===== config.mk =====
export PLATFORM = sky130hd
export DESIGN_NAME = ret_delay_ctrl
export DESIGN_NICKNAME = d
export VERILOG_FILES = /design/src/rtl/rdc_pkg.sv /design/src/rtl/rdc_rst_sync.sv /design/src/rtl/rdc_cfg_reg.sv /design/src/rtl/rdc_idle_timer.sv /design/src/rtl/ret_delay_ctrl.sv
export SDC_FILE = /design/constraint.sdc
export NUM_CORES = 1
export LEC_CHECK = 0
export BUFFER_PORTS_ARGS = -buffer_cell sky130_fd_sc_hd__buf_2
export CAP_MARGIN = 10
export CELL_PAD_IN_SITES_DETAIL_PLACEMENT = 0
export CELL_PAD_IN_SITES_GLOBAL_PLACEMENT = 1
export CORE_ASPECT_RATIO = 0.9
export CORE_MARGIN = 4
export CORE_UTILIZATION = 31
export CTS_CLUSTER_DIAMETER = 200
export DETAILED_ROUTE_END_ITERATION = 8
export PLACE_DENSITY = 0.83
export SYNTH_ARGS = -nofsm -noshare
export SYNTH_HDL_FRONTEND = slang
export SYNTH_SLANG_ARGS = --single-unit

===== constraint.sdc =====
create_clock -name clk -period 1.4 [get_ports clk]
set_clock_uncertainty 0.05 [all_clocks]
set_input_delay 0.14 -clock clk [delete_from_list [all_inputs] [get_ports clk]]
set_output_delay 0.14 -clock clk [all_outputs]
set_load 0.02 [all_outputs]

===== src/rtl/rdc_pkg.sv =====
package rdc_pkg;
  localparam int REG_W   = 32;
  localparam int CODE_W  = 3;
  localparam int CNT_W   = 10;
  localparam int WFE_LSB = 7;
  localparam int WFI_LSB = 4;
  localparam int PD_BIT  = 0;
  localparam int SYNC_STAGES = 2;

  localparam logic [REG_W-1:0] CODE_ONES = REG_W'((1 << CODE_W) - 1);
  localparam logic [REG_W-1:0] WR_MASK =
    (CODE_ONES << WFE_LSB) | (CODE_ONES << WFI_LSB) | (REG_W'(1) << PD_BIT);

  // Nonlinear code to tick-count mapping; code 0 means retention disabled
  function automatic logic [CNT_W-1:0] delay_ticks(input logic [CODE_W-1:0] code);
    int c;
    c = int'(code);
    if (c == 0)      return '0;
    else if (c <= 3) return CNT_W'(1) << (2 * c - 1);
    else             return CNT_W'(1) << (c + 2);
  endfunction
endpackage


===== src/rtl/rdc_rst_sync.sv =====
module rdc_rst_sync #(
  parameter int STAGES = 2
) (
  input  logic clk,
  input  logic rst_n,
  output logic rst_sync_n
);
  logic [STAGES-1:0] chain_q;

  always_ff @(posedge clk or negedge rst_n) begin
    if (!rst_n) chain_q <= '0;
    else        chain_q <= {chain_q[STAGES-2:0], 1'b1};
  end

  assign rst_sync_n = chain_q[STAGES-1];
endmodule


===== src/rtl/rdc_cfg_reg.sv =====
module rdc_cfg_reg
  import rdc_pkg::*;
(
  input  logic              clk,
  input  logic              rst_n,
  input  logic              wr_en,
  input  logic [REG_W-1:0]  wr_data,
  input  logic              permit,
  output logic [REG_W-1:0]  rd_data,
  output logic              trap,
  output logic [CODE_W-1:0] wfi_code,
  output logic [CODE_W-1:0] wfe_code,
  output logic              pd_en
);
  logic [REG_W-1:0] cfg_q, cfg_d;
  logic             trap_q, trap_d;
  logic             cfg_en;

  always_comb begin
    cfg_en = wr_en && permit;
    cfg_d  = wr_data & WR_MASK;
    trap_d = wr_en && !permit;
  end

  always_ff @(posedge clk or negedge rst_n) begin
    if (!rst_n) begin
      cfg_q  <= '0;
      trap_q <= 1'b0;
    end else begin
      trap_q <= trap_d;
      if (cfg_en) cfg_q <= cfg_d;
    end
  end

  assign rd_data  = cfg_q;
  assign trap     = trap_q;
  assign wfi_code = cfg_q[WFI_LSB +: CODE_W];
  assign wfe_code = cfg_q[WFE_LSB +: CODE_W];
  assign pd_en    = cfg_q[PD_BIT];


  denied_write_chk: assert property (@(posedge clk) disable iff (!rst_n)
    (wr_en && !permit) |=> ($stable(cfg_q) && trap_q));
endmodule


===== src/rtl/rdc_idle_timer.sv =====
module rdc_idle_timer
  import rdc_pkg::*;
(
  input  logic              clk,
  input  logic              rst_n,
  input  logic              idle_enter,
  input  logic              idle_is_wfe,
  input  logic              idle_exit,
  input  logic              tick,
  input  logic [CODE_W-1:0] wfi_code,
  input  logic [CODE_W-1:0] wfe_code,
  input  logic              pd_en,
  output logic              idle,
  output logic              ready,
  output logic              pd_want
);
  logic             idle_q, idle_d;
  logic             pd_q, pd_d;
  logic [CNT_W-1:0] cnt_q, cnt_d;
  logic [CNT_W-1:0] tgt_q, tgt_d;
  logic             enter_ev, exit_ev, count_ev, upd_en;
  logic [CODE_W-1:0] sel_code;

  always_comb begin
    sel_code = idle_is_wfe ? wfe_code : wfi_code;
    exit_ev  = idle_q && idle_exit;
    enter_ev = !idle_q && idle_enter;
    count_ev = idle_q && tick && (tgt_q != '0) && (cnt_q != tgt_q);
    upd_en   = exit_ev || enter_ev || count_ev;
    idle_d = idle_q;
    pd_d   = pd_q;
    cnt_d  = cnt_q;
    tgt_d  = tgt_q;
    if (exit_ev) begin
      idle_d = 1'b0;
      pd_d   = 1'b0;
      cnt_d  = '0;
    end else if (enter_ev) begin
      idle_d = 1'b1;
      pd_d   = !idle_is_wfe && pd_en;
      cnt_d  = '0;
      tgt_d  = delay_ticks(sel_code);
    end else if (count_ev) begin
      cnt_d  = cnt_q + 1'b1;
    end
  end

  always_ff @(posedge clk or negedge rst_n) begin
    if (!rst_n) begin
      idle_q <= 1'b0;
      pd_q   <= 1'b0;
      cnt_q  <= '0;
      tgt_q  <= '0;
    end else if (upd_en) begin
      idle_q <= idle_d;
      pd_q   <= pd_d;
      cnt_q  <= cnt_d;
      tgt_q  <= tgt_d;
    end
  end

  assign idle    = idle_q;
  assign ready   = idle_q && (tgt_q != '0) && (cnt_q == tgt_q);
  assign pd_want = idle_q && pd_q;


  cnt_bound_chk: assert property (@(posedge clk) disable iff (!rst_n)
    cnt_q <= tgt_q);

  code_hold_chk: assert property (@(posedge clk) disable iff (!rst_n)
    (idle_q && !idle_exit) |=> $stable(tgt_q));

  ready_rise_chk: assert property (@(posedge clk) disable iff (!rst_n)
    $rose(ready) |-> $past(tick));

  exit_clear_chk: assert property (@(posedge clk) disable iff (!rst_n)
    (idle_q && idle_exit) |=> (!idle_q && cnt_q == '0));
endmodule


===== src/rtl/ret_delay_ctrl.sv =====
module ret_delay_ctrl
  import rdc_pkg::*;
(
  input  logic              clk,
  input  logic              rst_n,
  input  logic              reg_wr_en,
  input  logic [REG_W-1:0]  reg_wr_data,
  input  logic              wr_permit,
  output logic [REG_W-1:0]  reg_rd_data,
  output logic              trap_pulse,
  input  logic              idle_enter,
  input  logic              idle_is_wfe,
  input  logic              idle_exit,
  input  logic              tick,
  input  logic              ret_req,
  output logic [2:0]        pactive,
  output logic              ret_accept
);
  logic              rst_i_n;
  logic [CODE_W-1:0] wfi_code, wfe_code;
  logic              pd_en;
  logic              idle, ready, pd_want;
  logic              ret_ok, pd_ok;

  rdc_rst_sync #(.STAGES(SYNC_STAGES)) u_rst (
    .clk(clk), .rst_n(rst_n), .rst_sync_n(rst_i_n)
  );

  rdc_cfg_reg u_cfg (
    .clk(clk), .rst_n(rst_i_n), .wr_en(reg_wr_en), .wr_data(reg_wr_data),
    .permit(wr_permit), .rd_data(reg_rd_data), .trap(trap_pulse),
    .wfi_code(wfi_code), .wfe_code(wfe_code), .pd_en(pd_en)
  );

  rdc_idle_timer u_tmr (
    .clk(clk), .rst_n(rst_i_n), .idle_enter(idle_enter),
    .idle_is_wfe(idle_is_wfe), .idle_exit(idle_exit), .tick(tick),
    .wfi_code(wfi_code), .wfe_code(wfe_code), .pd_en(pd_en),
    .idle(idle), .ready(ready), .pd_want(pd_want)
  );

  // Exit withdraws hints in the same cycle, ahead of the registered state
  always_comb begin
    ret_ok     = ready && !idle_exit;
    pd_ok      = pd_want && !idle_exit;
    pactive    = {pd_ok, ret_ok, !ret_ok};
    ret_accept = ret_ok && ret_req;
  end


  accept_gate_chk: assert property (@(posedge clk) disable iff (!rst_i_n)
    ret_accept |-> (pactive[1] && ret_req));

  pd_idle_chk: assert property (@(posedge clk) disable iff (!rst_i_n)
    pactive[2] |-> idle);

  stay_on_chk: assert property (@(posedge clk) disable iff (!rst_i_n)
    $onehot(pactive[1:0]));
endmodule


==> results of run 1 <==
flip-flops by register name, summed over array words and instances (netlist names):
| signal | cells |
|---|---|
| u_tmr.cnt_q | 10 |
| u_tmr.idle | 1 |
| u_tmr.tgt_q | 10 |
| u_rst.chain_q | 2 |
| u_cfg.rd_data | 7 |
| u_cfg.trap | 1 |
| u_tmr.pd_q | 1 |
cell type report:
| class | count | area [µm²] |
|---|---|---|
| timing repair buffer | 73 | 579 |
| fill | 508 | 3080 |
| inverter | 4 | 20.0 |
| sequential | 32 | 805 |
| clock buffer | 6 | 82.6 |
| tap | 70 | 87.6 |
| multi-input combinational | 140 | 1030 |
| clock inverter | 2 | 10.0 |
cells in the mapped netlist (2+ instances only):
| cell type | n |
|---|---|
| sky130_fd_sc_hd__or3_1 | 6 |
| sky130_fd_sc_hd__nor2_1 | 2 |
| sky130_fd_sc_hd__ha_1 | 3 |
| sky130_fd_sc_hd__a21oi_1 | 8 |
| sky130_fd_sc_hd__buf_4 | 28 |
| sky130_fd_sc_hd__o21a_1 | 5 |
| sky130_fd_sc_hd__xnor2_1 | 10 |
| sky130_fd_sc_hd__dfrtp_1 | 32 |
| sky130_fd_sc_hd__nand4_1 | 4 |
| sky130_fd_sc_hd__nand3_1 | 7 |
| sky130_fd_sc_hd__buf_6 | 2 |
| sky130_fd_sc_hd__nor4_1 | 2 |
| sky130_fd_sc_hd__nor2b_1 | 2 |
| sky130_fd_sc_hd__nor3_1 | 5 |
| sky130_fd_sc_hd__conb_1 | 2 |
| sky130_fd_sc_hd__and3_1 | 2 |
| sky130_fd_sc_hd__clkbuf_1 | 2 |
| sky130_fd_sc_hd__o31ai_1 | 4 |
| sky130_fd_sc_hd__and2_1 | 5 |
| sky130_fd_sc_hd__inv_1 | 4 |
| sky130_fd_sc_hd__o21ai_0 | 2 |
| sky130_fd_sc_hd__mux2_2 | 9 |
| sky130_fd_sc_hd__nand2b_1 | 2 |
| sky130_fd_sc_hd__nand2_1 | 18 |
| sky130_fd_sc_hd__o21ai_1 | 7 |
routing by layer:
layer	up-vias	GRT usage, %	wire length [µm]	part of all wire (%)
li1	731	-	-	-
met1	727	14.5	1790	42
met2	34	16.2	2190	52
met3	7	3.65	206	4.9
met4	0	4.61	54	1.3
met5	-	0	0	0
cells by family after synthesis:
| group | Yosys count |
|---|---|
| mux | 10 |
| compound gates | 32 |
| xor+xnor | 11 |
| buf+inv | 36 |
| simple gates | 58 |
| flops | 32 |
| other cells | 2 |
| fa+ha+maj | 3 |
where the power goes:
group	total, W	switching [W]	internal, W
Combinational	0.00136	0.000662	0.000703
Sequential	0.00109	0.0000747	0.00102
Clock	0.000744	0.000352	0.000392
Total	0.00320	0.00109	0.00211
worst min path at each step:
stage,from,end,slack [ns]
after floorplan,rst_n,u_rst.chain_q[0],-0.21
after detailed placement,rst_n,u_rst.chain_q[1],-0.12
after CTS,reg_wr_data[4],u_cfg.rd_data[4],0.02
after global routing,reg_wr_en,u_cfg.trap,0.03
final,reg_wr_data[4],u_cfg.rd_data[4],0.03
after global placement,rst_n,u_rst.chain_q[0],-0.12
cells in the final DEF, fill, tap and decap left out, types with 3 or more instances in the layout:
master,n
sky130_fd_sc_hd__a21oi_1,5
sky130_fd_sc_hd__a21oi_2,4
sky130_fd_sc_hd__and2_1,4
sky130_fd_sc_hd__buf_2,24
sky130_fd_sc_hd__buf_4,36
sky130_fd_sc_hd__buf_6,7
sky130_fd_sc_hd__clkbuf_8,6
sky130_fd_sc_hd__conb_1,26
sky130_fd_sc_hd__dfrtp_1,29
sky130_fd_sc_hd__dfrtp_2,3
sky130_fd_sc_hd__mux2_2,8
sky130_fd_sc_hd__nand2_1,15
sky130_fd_sc_hd__nand2_2,3
sky130_fd_sc_hd__nand3_1,5
sky130_fd_sc_hd__nand4_1,4
sky130_fd_sc_hd__nor3_2,4
sky130_fd_sc_hd__o21a_1,5
sky130_fd_sc_hd__o21ai_1,7
sky130_fd_sc_hd__o31ai_1,3
sky130_fd_sc_hd__or3_1,5
sky130_fd_sc_hd__xnor2_1,8
stage by stage:
step	instances	hold WS (ns)	utilization, %	setup slack [ns]	total power (W)
5_1_grt	327	0.0343	45.9	-0.678	0.00339
6_report	327	0.0288	45.9	-0.566	0.00320
2_1_floorplan	208	-0.206	-	-0.206	0.00179
3_5_place_dp	303	-0.121	38.8	-0.480	0.00207
3_3_place_gp	303	-0.124	38.8	-0.431	0.00205
4_1_cts	318	0.0215	42.5	-0.552	0.00300
worst max-delay path, cell delays in order (launching register included):
cell                        delay [ns]
sky130_fd_sc_hd__dfrtp_1          0.41
sky130_fd_sc_hd__buf_4            0.13
sky130_fd_sc_hd__nor4_2           0.03
sky130_fd_sc_hd__buf_4            0.14
sky130_fd_sc_hd__a31oi_2          0.22
sky130_fd_sc_hd__o31ai_4          0.12
sky130_fd_sc_hd__buf_6            0.14
sky130_fd_sc_hd__clkbuf_16        0.15
sky130_fd_sc_hd__or3_4            0.38
sky130_fd_sc_hd__a21oi_2          0.11
what timing repair did:
action	4_1_cts	5_1_grt
pin swaps	10	17
endpoints found under the hold margin	3	0
resized for setup	12	22
setup buffers	5	7
endpoints found under the setup margin	18	18
hold buffers	2	0
gates cloned	0	3
==> implementation parameters, run 1 <==
Parameter                              Value

Outcome
  Result of the run    finished with violations
  Failing checks    negative setup slack

Routing
  Total via count in the routed design    1499
  Total iterations of the first detailed-routing run    4
  Count of nets left with antenna violations after detail routing    0
  Wire length after detailed routing    4240 µm
  Routed length per placed instance    13.0 µm
  DRC violation count after routing    0
  First-iteration detailed-routing DRC count    54
  Vias/cell    4.58

Flow run
  Max-capacitance violation count    0

Clock tree
  Clk Latency, worst-skew pair    0.29 ns
  TritonCTS clock tree    done
  Clock sink count    32
  Maximum buffer depth of the clock tree    2
  Number of levels in the clock H-tree    2
  Clock Root Buffer    sky130_fd_sc_hd__clkbuf_8
  Inserted Clock Buffers    5
  Worst-path clk slew    0.07 ns

Layout
  Post-Layout Inst Area    0.00261 mm²
  Area added between synthesis and finish    42.7%
  Fraction of layout cells with a size suffix above 1    47.9%
  Antenna fix cells    0
  Final layout net count    300

Yosys
  Largest family of logic cells by synthesized area    simple AND/OR/NAND/NOR gates
  Ys Warns    0
  Number of enable-type register cells in the synthesized netlist    0
  Post-Synth XOR/XNOR Area    5.27%
  Top cell type by total area after synthesis    sky130_fd_sc_hd__dfrtp_1
  Synthesized instance count    184
  Flip-flop and latch count after synthesis    32
  Mean cell area of the mapped netlist    9.94 µm²
  Cell variety after synth    36
  Synthesized-area fraction occupied by adder cells    2.05%
  Most instantiated flip-flop cell in the synthesis netlist    sky130_fd_sc_hd__dfrtp_1
  Top post-synthesis cells by area    sky130_fd_sc_hd__dfrtp_1, sky130_fd_sc_hd__buf_4, sky130_fd_sc_hd__mux2_2, sky130_fd_sc_hd__xnor2_1, sky130_fd_sc_hd__nand2_1
  Share of the yosys chip area belonging to registers    43.8%
  Compound-gate portion of the synthesized area    11.8%
  Share of the synthesized area in the top cell type    43.8%
  Post-synth ARST share    100%
  Area share of and/or/nand/nor cells after synthesis    16.6%
  Multiplexer share of the synthesized area    6.09%
  Combined area of all synthesized cells    0.00183 mm²

STA
  Setup Viol. Count Final    18
  Tcrit/Tclk final    140%
  Final critical-path setup slack    -0.566 ns
  Maximum operating frequency    509 MHz
  Minimum period implied by the final worst setup slack    1.97 ns
  Max-slew violation total from the final report    0
  Setup repair after global routing missed its margin    true
  Final hold violation count    0
  Setup_tns    -6.52 ns

Placement
  Cell area after placement    0.00221 mm²
  Count of input and output buffers    27
  Final HPWL from detailed placement    2800 µm
  Gpl congestion    0.830

Die
  Die height    80.9 µm
  Number of placed I/O pins    78
  Floorplan die area    0.00720 mm²
  Width of the chip    89.0 µm
  Initial Util    32.1%
  Total core area    0.00569 mm²
  Std-Cell Rows    26

Worst setup path
  Crit start category    flop
  Arrival time reported for the critical path endpoint    2.13 ns
  Worst reg2reg path startpoint    u_tmr.tgt_q[8]
  Register-to-Register Path Depth    9
  Kind of critical path    reg -> reg
  Worst Path Required    1.56 ns
  Last element of the critical path    u_tmr.cnt_q[6]
  Register-to-register setup slack    -0.57 ns
  Kind of end point of the critical path    flop
  Worst reg2reg endpoint    u_tmr.cnt_q[6]
  Crit path max fanout    5
  CP Launch Point    u_tmr.tgt_q[8]

Power
  Power density of the placed cells    1230 mW/mm²
  Max IR drop VDD    0.000661 V
  LEAKAGE    1.21 nW

Global routing
  Overall track demand over capacity in global routing    10.9%
  Antenna violations before repair    0
  Pin count of the biggest net entering global routing    31
  Gr ovfl total    0
  First-pass GRT wire length    6040 µm
  Via count of the first global-routing pass    1326

Hold path
  Depth of the worst hold-timing path    2
  Worst Hold Class    in -> reg
Power figures use the tool's default switching activity.
==> run 2: changes to the inputs <==
--- a/config.mk
+++ b/config.mk
@@ -12,9 +12,11 @@
 export CORE_ASPECT_RATIO = 0.9
 export CORE_MARGIN = 4
 export CORE_UTILIZATION = 31
+export CTS_BUF_LIST = sky130_fd_sc_hd__clkbuf_16
 export CTS_CLUSTER_DIAMETER = 200
 export DETAILED_ROUTE_END_ITERATION = 8
 export PLACE_DENSITY = 0.83
+export SLEW_MARGIN = 20
 export SYNTH_ARGS = -nofsm -noshare
 export SYNTH_HDL_FRONTEND = slang
 export SYNTH_SLANG_ARGS = --single-unit
==> implementation parameters, run 2 (synthesized netlist as in run 1, its figures left out) <==
Parameter                              Value

Outcome
  Result of the run    finished with violations
  Failing checks    negative setup slack

Clock tree
  Clock Root Buffer    sky130_fd_sc_hd__clkbuf_16
  Clock sink count    32
  Maximum buffer depth of the clock tree    2
  Number of levels in the clock H-tree    2
  Worst-path clk slew    0.05 ns
  Inserted Clock Buffers    5
  TritonCTS clock tree    done
  Clk Latency, worst-skew pair    0.28 ns

Layout
  Fraction of layout cells with a size suffix above 1    47.4%
  Antenna fix cells    0
  Top library cells by usage in the layout, fill and taps aside    sky130_fd_sc_hd__buf_4, sky130_fd_sc_hd__dfrtp_1, sky130_fd_sc_hd__conb_1, sky130_fd_sc_hd__buf_2, sky130_fd_sc_hd__nand2_1
  Area added between synthesis and finish    43.4%
  Commonest non-fill, non-tap cell in the layout    sky130_fd_sc_hd__buf_4
  Final layout net count    296

Die
  Initial Util    32.1%
  Total core area    0.00569 mm²
  Width of the chip    89.0 µm
  Number of placed I/O pins    78
  Floorplan die area    0.00720 mm²
  Std-Cell Rows    26
  Die height    80.9 µm

Worst setup path
  Worst Path Required    1.21 ns
  Kind of critical path    reg -> out
  Slowest cell on the critical path    sky130_fd_sc_hd__dfrtp_1
  Worst path bufs/invs    3
  Cells traversed along the worst timing path    xnor2_2 -> nand4_1 -> nor3_2 -> and4b_1 -> buf_4 -> inv_2 -> buf_6
  Arrival time reported for the critical path endpoint    1.77 ns
  Crit path max fanout    4
  Crit start category    flop
  Delay of the slowest critical-path stage    0.42 ns
  Cell family with the largest share of critical-path delay    simple AND/OR/NAND/NOR gates
  Kind of end point of the critical path    primary output

STA
  Minimum period implied by the final worst setup slack    1.96 ns
  Actual transition at the worst max-transition pin    0.500 ns
  Max-slew violation total from the final report    0
  Setup Viol. Count Final    17
  Final hold violation count    0
  Tightest hold margin    0.0418 ns
  Setup repair after global routing missed its margin    true
  Tcrit/Tclk final    140%
  Maximum operating frequency    510 MHz
  Final critical-path setup slack    -0.562 ns
  Worst rel slew slack    66.7%

Flow run
  Max-capacitance violation count    0

Global routing
  First-pass GRT wire length    6360 µm
  Via count of the first global-routing pass    1378
  Overall track demand over capacity in global routing    11.5%
  Pin count of the biggest net entering global routing    31
  Antenna violations before repair    0
  Gr ovfl total    0

Routing
  Count of nets left with antenna violations after detail routing    0
  Vias/cell    4.50
  Met1 WL    1710 µm
  Routed length per placed instance    12.5 µm
  Uppermost layer routed    met4
  Total iterations of the first detailed-routing run    3
  DRC violation count after routing    0
  Wire length on met2    2050 µm
  Wire length after detailed routing    4020 µm
  Amount of wire on met3 after detailed routing    203 µm
  First-iteration detailed-routing DRC count    60
  Total via count in the routed design    1453

Placement
  Gpl congestion    0.830
  Placement Setup Slack    -0.480 ns
  Final HPWL from detailed placement    2800 µm
  Count of input and output buffers    27

Hold path
  Worst Hold Class    in -> reg

Power
  Power density of the placed cells    1290 mW/mm²
  LEAKAGE    1.21 nW
  Max IR drop VDD    0.000821 V
  Tot Pwr    0.00339 W
## run 2: per-layer routing
metal / global-route usage (%) / vias up
met5: 0 / -
met1: 15.0 / 694
met3: 4.77 / 5
met4: 3.72 / 0
li1: - / 725
met2: 17.4 / 29
## run 2: report_power, final
part           switching (W)  total (W)  internal [W]
Sequential         0.0000838    0.00111       0.00102
Combinational       0.000634    0.00126      0.000623
Clock               0.000382    0.00103      0.000644
Total                0.00110    0.00339       0.00229
## run 2: path summary, 6_finish.rpt
kind                             startpoint                to  slack (ns)  depth (start not counted)
setup / recovery             u_tmr.cnt_q[6]        pactive[0]       -0.56                          7
hold / removal               reg_wr_data[5]  u_cfg.rd_data[5]        0.04                          2
setup reg to reg             u_tmr.cnt_q[6]    u_tmr.cnt_q[9]       -0.46                          7
hold reg to reg            u_rst.chain_q[1]    u_tmr.cnt_q[7]        0.20                          1
max in group asynchronous  u_rst.chain_q[1]  u_cfg.rd_data[5]        0.79                          1
min in group asynchronous             rst_n  u_rst.chain_q[1]        0.13                          2
## run 2: what timing repair did
action | in CTS | in global routing
hold buffers | 2 | 0
buffers inserted | 6 | 4
cloned | 0 | 2
gates resized for setup | 23 | 19
endpoints found under the hold margin | 3 | 0
setup endpoints to repair | 18 | 18
pin swaps | 14 | 23
## run 2: cell type report
class	count	area, µm²
clock inverters	3	13.8
inverters	4	20.0
clock buffers	5	125
fillers	500	3070
repair buffers	69	500
well taps	70	87.6
flip-flops and latches	32	806
multi-input cells	140	1070
## run 2: metrics by stage
step,setup TNS [ns],util (%),cell area [µm²],std cells
finish,-5.98,46.1,2620,323
detailed placement,-5.72,38.8,2210,303
CTS,-5.31,44.3,2520,319
global route,-7.48,46.1,2620,323
floorplan,-1.99,-,1990,208
global placement,-5.22,38.8,2210,303
==> run 3: changes to the inputs <==
--- a/config.mk
+++ b/config.mk
@@ -16,6 +16,7 @@
 export CTS_CLUSTER_DIAMETER = 200
 export DETAILED_ROUTE_END_ITERATION = 8
 export PLACE_DENSITY = 0.83
+export SETUP_SLACK_MARGIN = 0.02
 export SLEW_MARGIN = 20
 export SYNTH_ARGS = -nofsm -noshare
 export SYNTH_HDL_FRONTEND = slang
==> constraint.sdc (replaced) <==
create_clock -name clk -period 1.4 [get_ports clk]
set_clock_uncertainty 0.05 [all_clocks]
set_input_delay 0.14 -clock clk [delete_from_list [all_inputs] [get_ports clk]]
set_output_delay 0.14 -clock clk [all_outputs]
set_load 0.05 [all_outputs]
==> implementation parameters, run 3 (synthesized netlist as in run 1, its figures left out) <==
Parameter                              Value

Outcome
  Result of the run    finished with violations
  Failing checks    negative setup slack

Worst setup path
  Worst reg2reg path startpoint    u_tmr.tgt_q[8]
  Worst Path Required    1.21 ns
  Arrival time reported for the critical path endpoint    1.78 ns
  Kind of critical path    reg -> out
  Crit path max fanout    3
  Crit start category    flop
  CP Launch Point    u_tmr.tgt_q[9]
  Kind of end point of the critical path    primary output

Layout
  Commonest non-fill, non-tap cell in the layout    sky130_fd_sc_hd__buf_4
  Post-Layout Inst Area    0.00262 mm²
  Fraction of layout cells with a size suffix above 1    46.7%
  Top library cells by usage in the layout, fill and taps aside    sky130_fd_sc_hd__buf_4, sky130_fd_sc_hd__conb_1, sky130_fd_sc_hd__dfrtp_1
  Antenna fix cells    0
  Footprint of the flip-flops and latches    808 µm²
  Multi-input gate area in the final layout    0.00103 mm²
  Final layout net count    298
  Fillers    508
  Post-layout instance count excluding filler cells    325
  Area added between synthesis and finish    43.0%

Power
  Max IR drop VDD    0.000638 V
  Logic gate share of total power    40.8%
  Power density of the placed cells    1370 mW/mm²
  Proportion of power drawn by the clock network    28.4%
  Switching fraction of total power    36.3%
  Internal power of the cells    0.00228 W
  Proportion of power drawn by flip-flops and latches    30.8%
  Power spent charging and discharging nets    0.00130 W
  LEAKAGE    1.21 nW

Global routing
  Overall track demand over capacity in global routing    12.3%
  Antenna violations before repair    0
  First-pass GRT wire length    6880 µm
  Via count of the first global-routing pass    1501
  Gr ovfl total    0
  Pin count of the biggest net entering global routing    31

Flow run
  Max-capacitance violation count    0

Routing
  Vias/cell    4.50
  Routed length per placed instance    12.7 µm
  Wire length after detailed routing    4120 µm
  DRC violation count after routing    0
  First-iteration detailed-routing DRC count    41
  Count of nets left with antenna violations after detail routing    0
  Total via count in the routed design    1461
  Total iterations of the first detailed-routing run    4

Die
  Number of placed I/O pins    78
  Std-Cell Rows    26
  Initial Util    32.1%
  Floorplan die area    0.00720 mm²
  Total core area    0.00569 mm²
  Width of the chip    89.0 µm
  Die height    80.9 µm

Clock tree
  Clock Root Buffer    sky130_fd_sc_hd__clkbuf_16
  Clk Latency, worst-skew pair    0.27 ns
  TritonCTS clock tree    done
  Number of levels in the clock H-tree    2
  Worst-path clk slew    0.05 ns
  Maximum buffer depth of the clock tree    2
  Clock sink count    32
  Inserted Clock Buffers    5

STA
  Max-slew violation total from the final report    0
  Final critical-path setup slack    -0.567 ns
  Tcrit/Tclk final    140%
  Setup_tns    -5.21 ns
  Maximum operating frequency    508 MHz
  Worst rel slew slack    63.3%
  Final hold violation count    0
  Actual transition at the worst max-transition pin    0.551 ns
  Setup Viol. Count Final    17
  Tightest hold margin    0.0463 ns
  Setup repair after global routing missed its margin    true
  Minimum period implied by the final worst setup slack    1.97 ns

Hold path
  Worst Hold Class    in -> reg
  Hold Path Origin    reg_wr_data[8]

Placement
  Gpl congestion    0.803
  Cell area after placement    0.00224 mm²
  Count of input and output buffers    27
  Placed insts    306
  Final HPWL from detailed placement    2890 µm
  Placement Setup Slack    -0.511 ns
==> run 3: final timing paths <==
| kind | depth (start not counted) | to | slack (ns) |
|---|---|---|---|
| worst max-delay path | 6 | ret_accept | -0.57 |
| worst min register to register | 1 | u_tmr.cnt_q[6] | 0.20 |
| worst max register to register | 8 | u_tmr.cnt_q[4] | -0.40 |
| max in group asynchronous | 1 | u_cfg.rd_data[7] | 0.80 |
| worst min-delay path | 2 | u_cfg.rd_data[8] | 0.05 |
| min in group asynchronous | 2 | u_rst.chain_q[1] | 0.12 |
==> run 3: power by group through the flow <==
stage	clock network, W	logic, W	registers, W
after detailed placement	0	0.00118	0.00111
final	0.00101	0.00146	0.00110
after global routing	0.00109	0.00156	0.00111
after global placement	0	0.00117	0.00111
after CTS	0.00103	0.00137	0.00110
after floorplan	0	0.000785	0.00122
==> run 3: worst max-delay path, cell delays in order (launching register included) <==
cell and delay, ns:
sky130_fd_sc_hd__dfrtp_1 0.42, sky130_fd_sc_hd__xnor2_1 0.17, sky130_fd_sc_hd__nand4_1 0.19, sky130_fd_sc_hd__nor3_2 0.17
sky130_fd_sc_hd__and4b_1 0.25, sky130_fd_sc_hd__and2_4 0.16, sky130_fd_sc_hd__buf_8 0.14
==> run 3: area by class of cell <==
type,instances,area share [%]
clock inverter,3,0.430
clock buffer,5,4.78
inverter,4,0.765
timing repair buffer,71,20.2
multi-input combinational,140,39.6
sequential,32,30.9
tap,70,3.35
==> run 3: timing repair <==
item | 4_1_cts | 5_1_grt
buffers inserted | 6 | 4
cloned | 0 | 0
endpoints found under the hold margin | 3 | 0
endpoints found under the setup margin | 18 | 20
hold buffers | 2 | 0
pin swaps | 11 | 7
resized for setup | 18 | 16
==> run 3: through the flow <==
stage | total power [W] | util, %
floorplan | 0.00201 | -
global placement | 0.00228 | 39.3
detailed placement | 0.00229 | 39.3
CTS | 0.00350 | 44.5
global route | 0.00376 | 46.0
finish | 0.00357 | 46.0
==> run 3: per-layer routing <==
layer | GRT usage (%) | vias to the layer above | wire length [µm]
li1 | - | 726 | -
met1 | 14.8 | 695 | 1720
met2 | 21.7 | 34 | 2170
met3 | 2.84 | 6 | 181
met4 | 4.17 | 0 | 46
met5 | 0 | - | 0
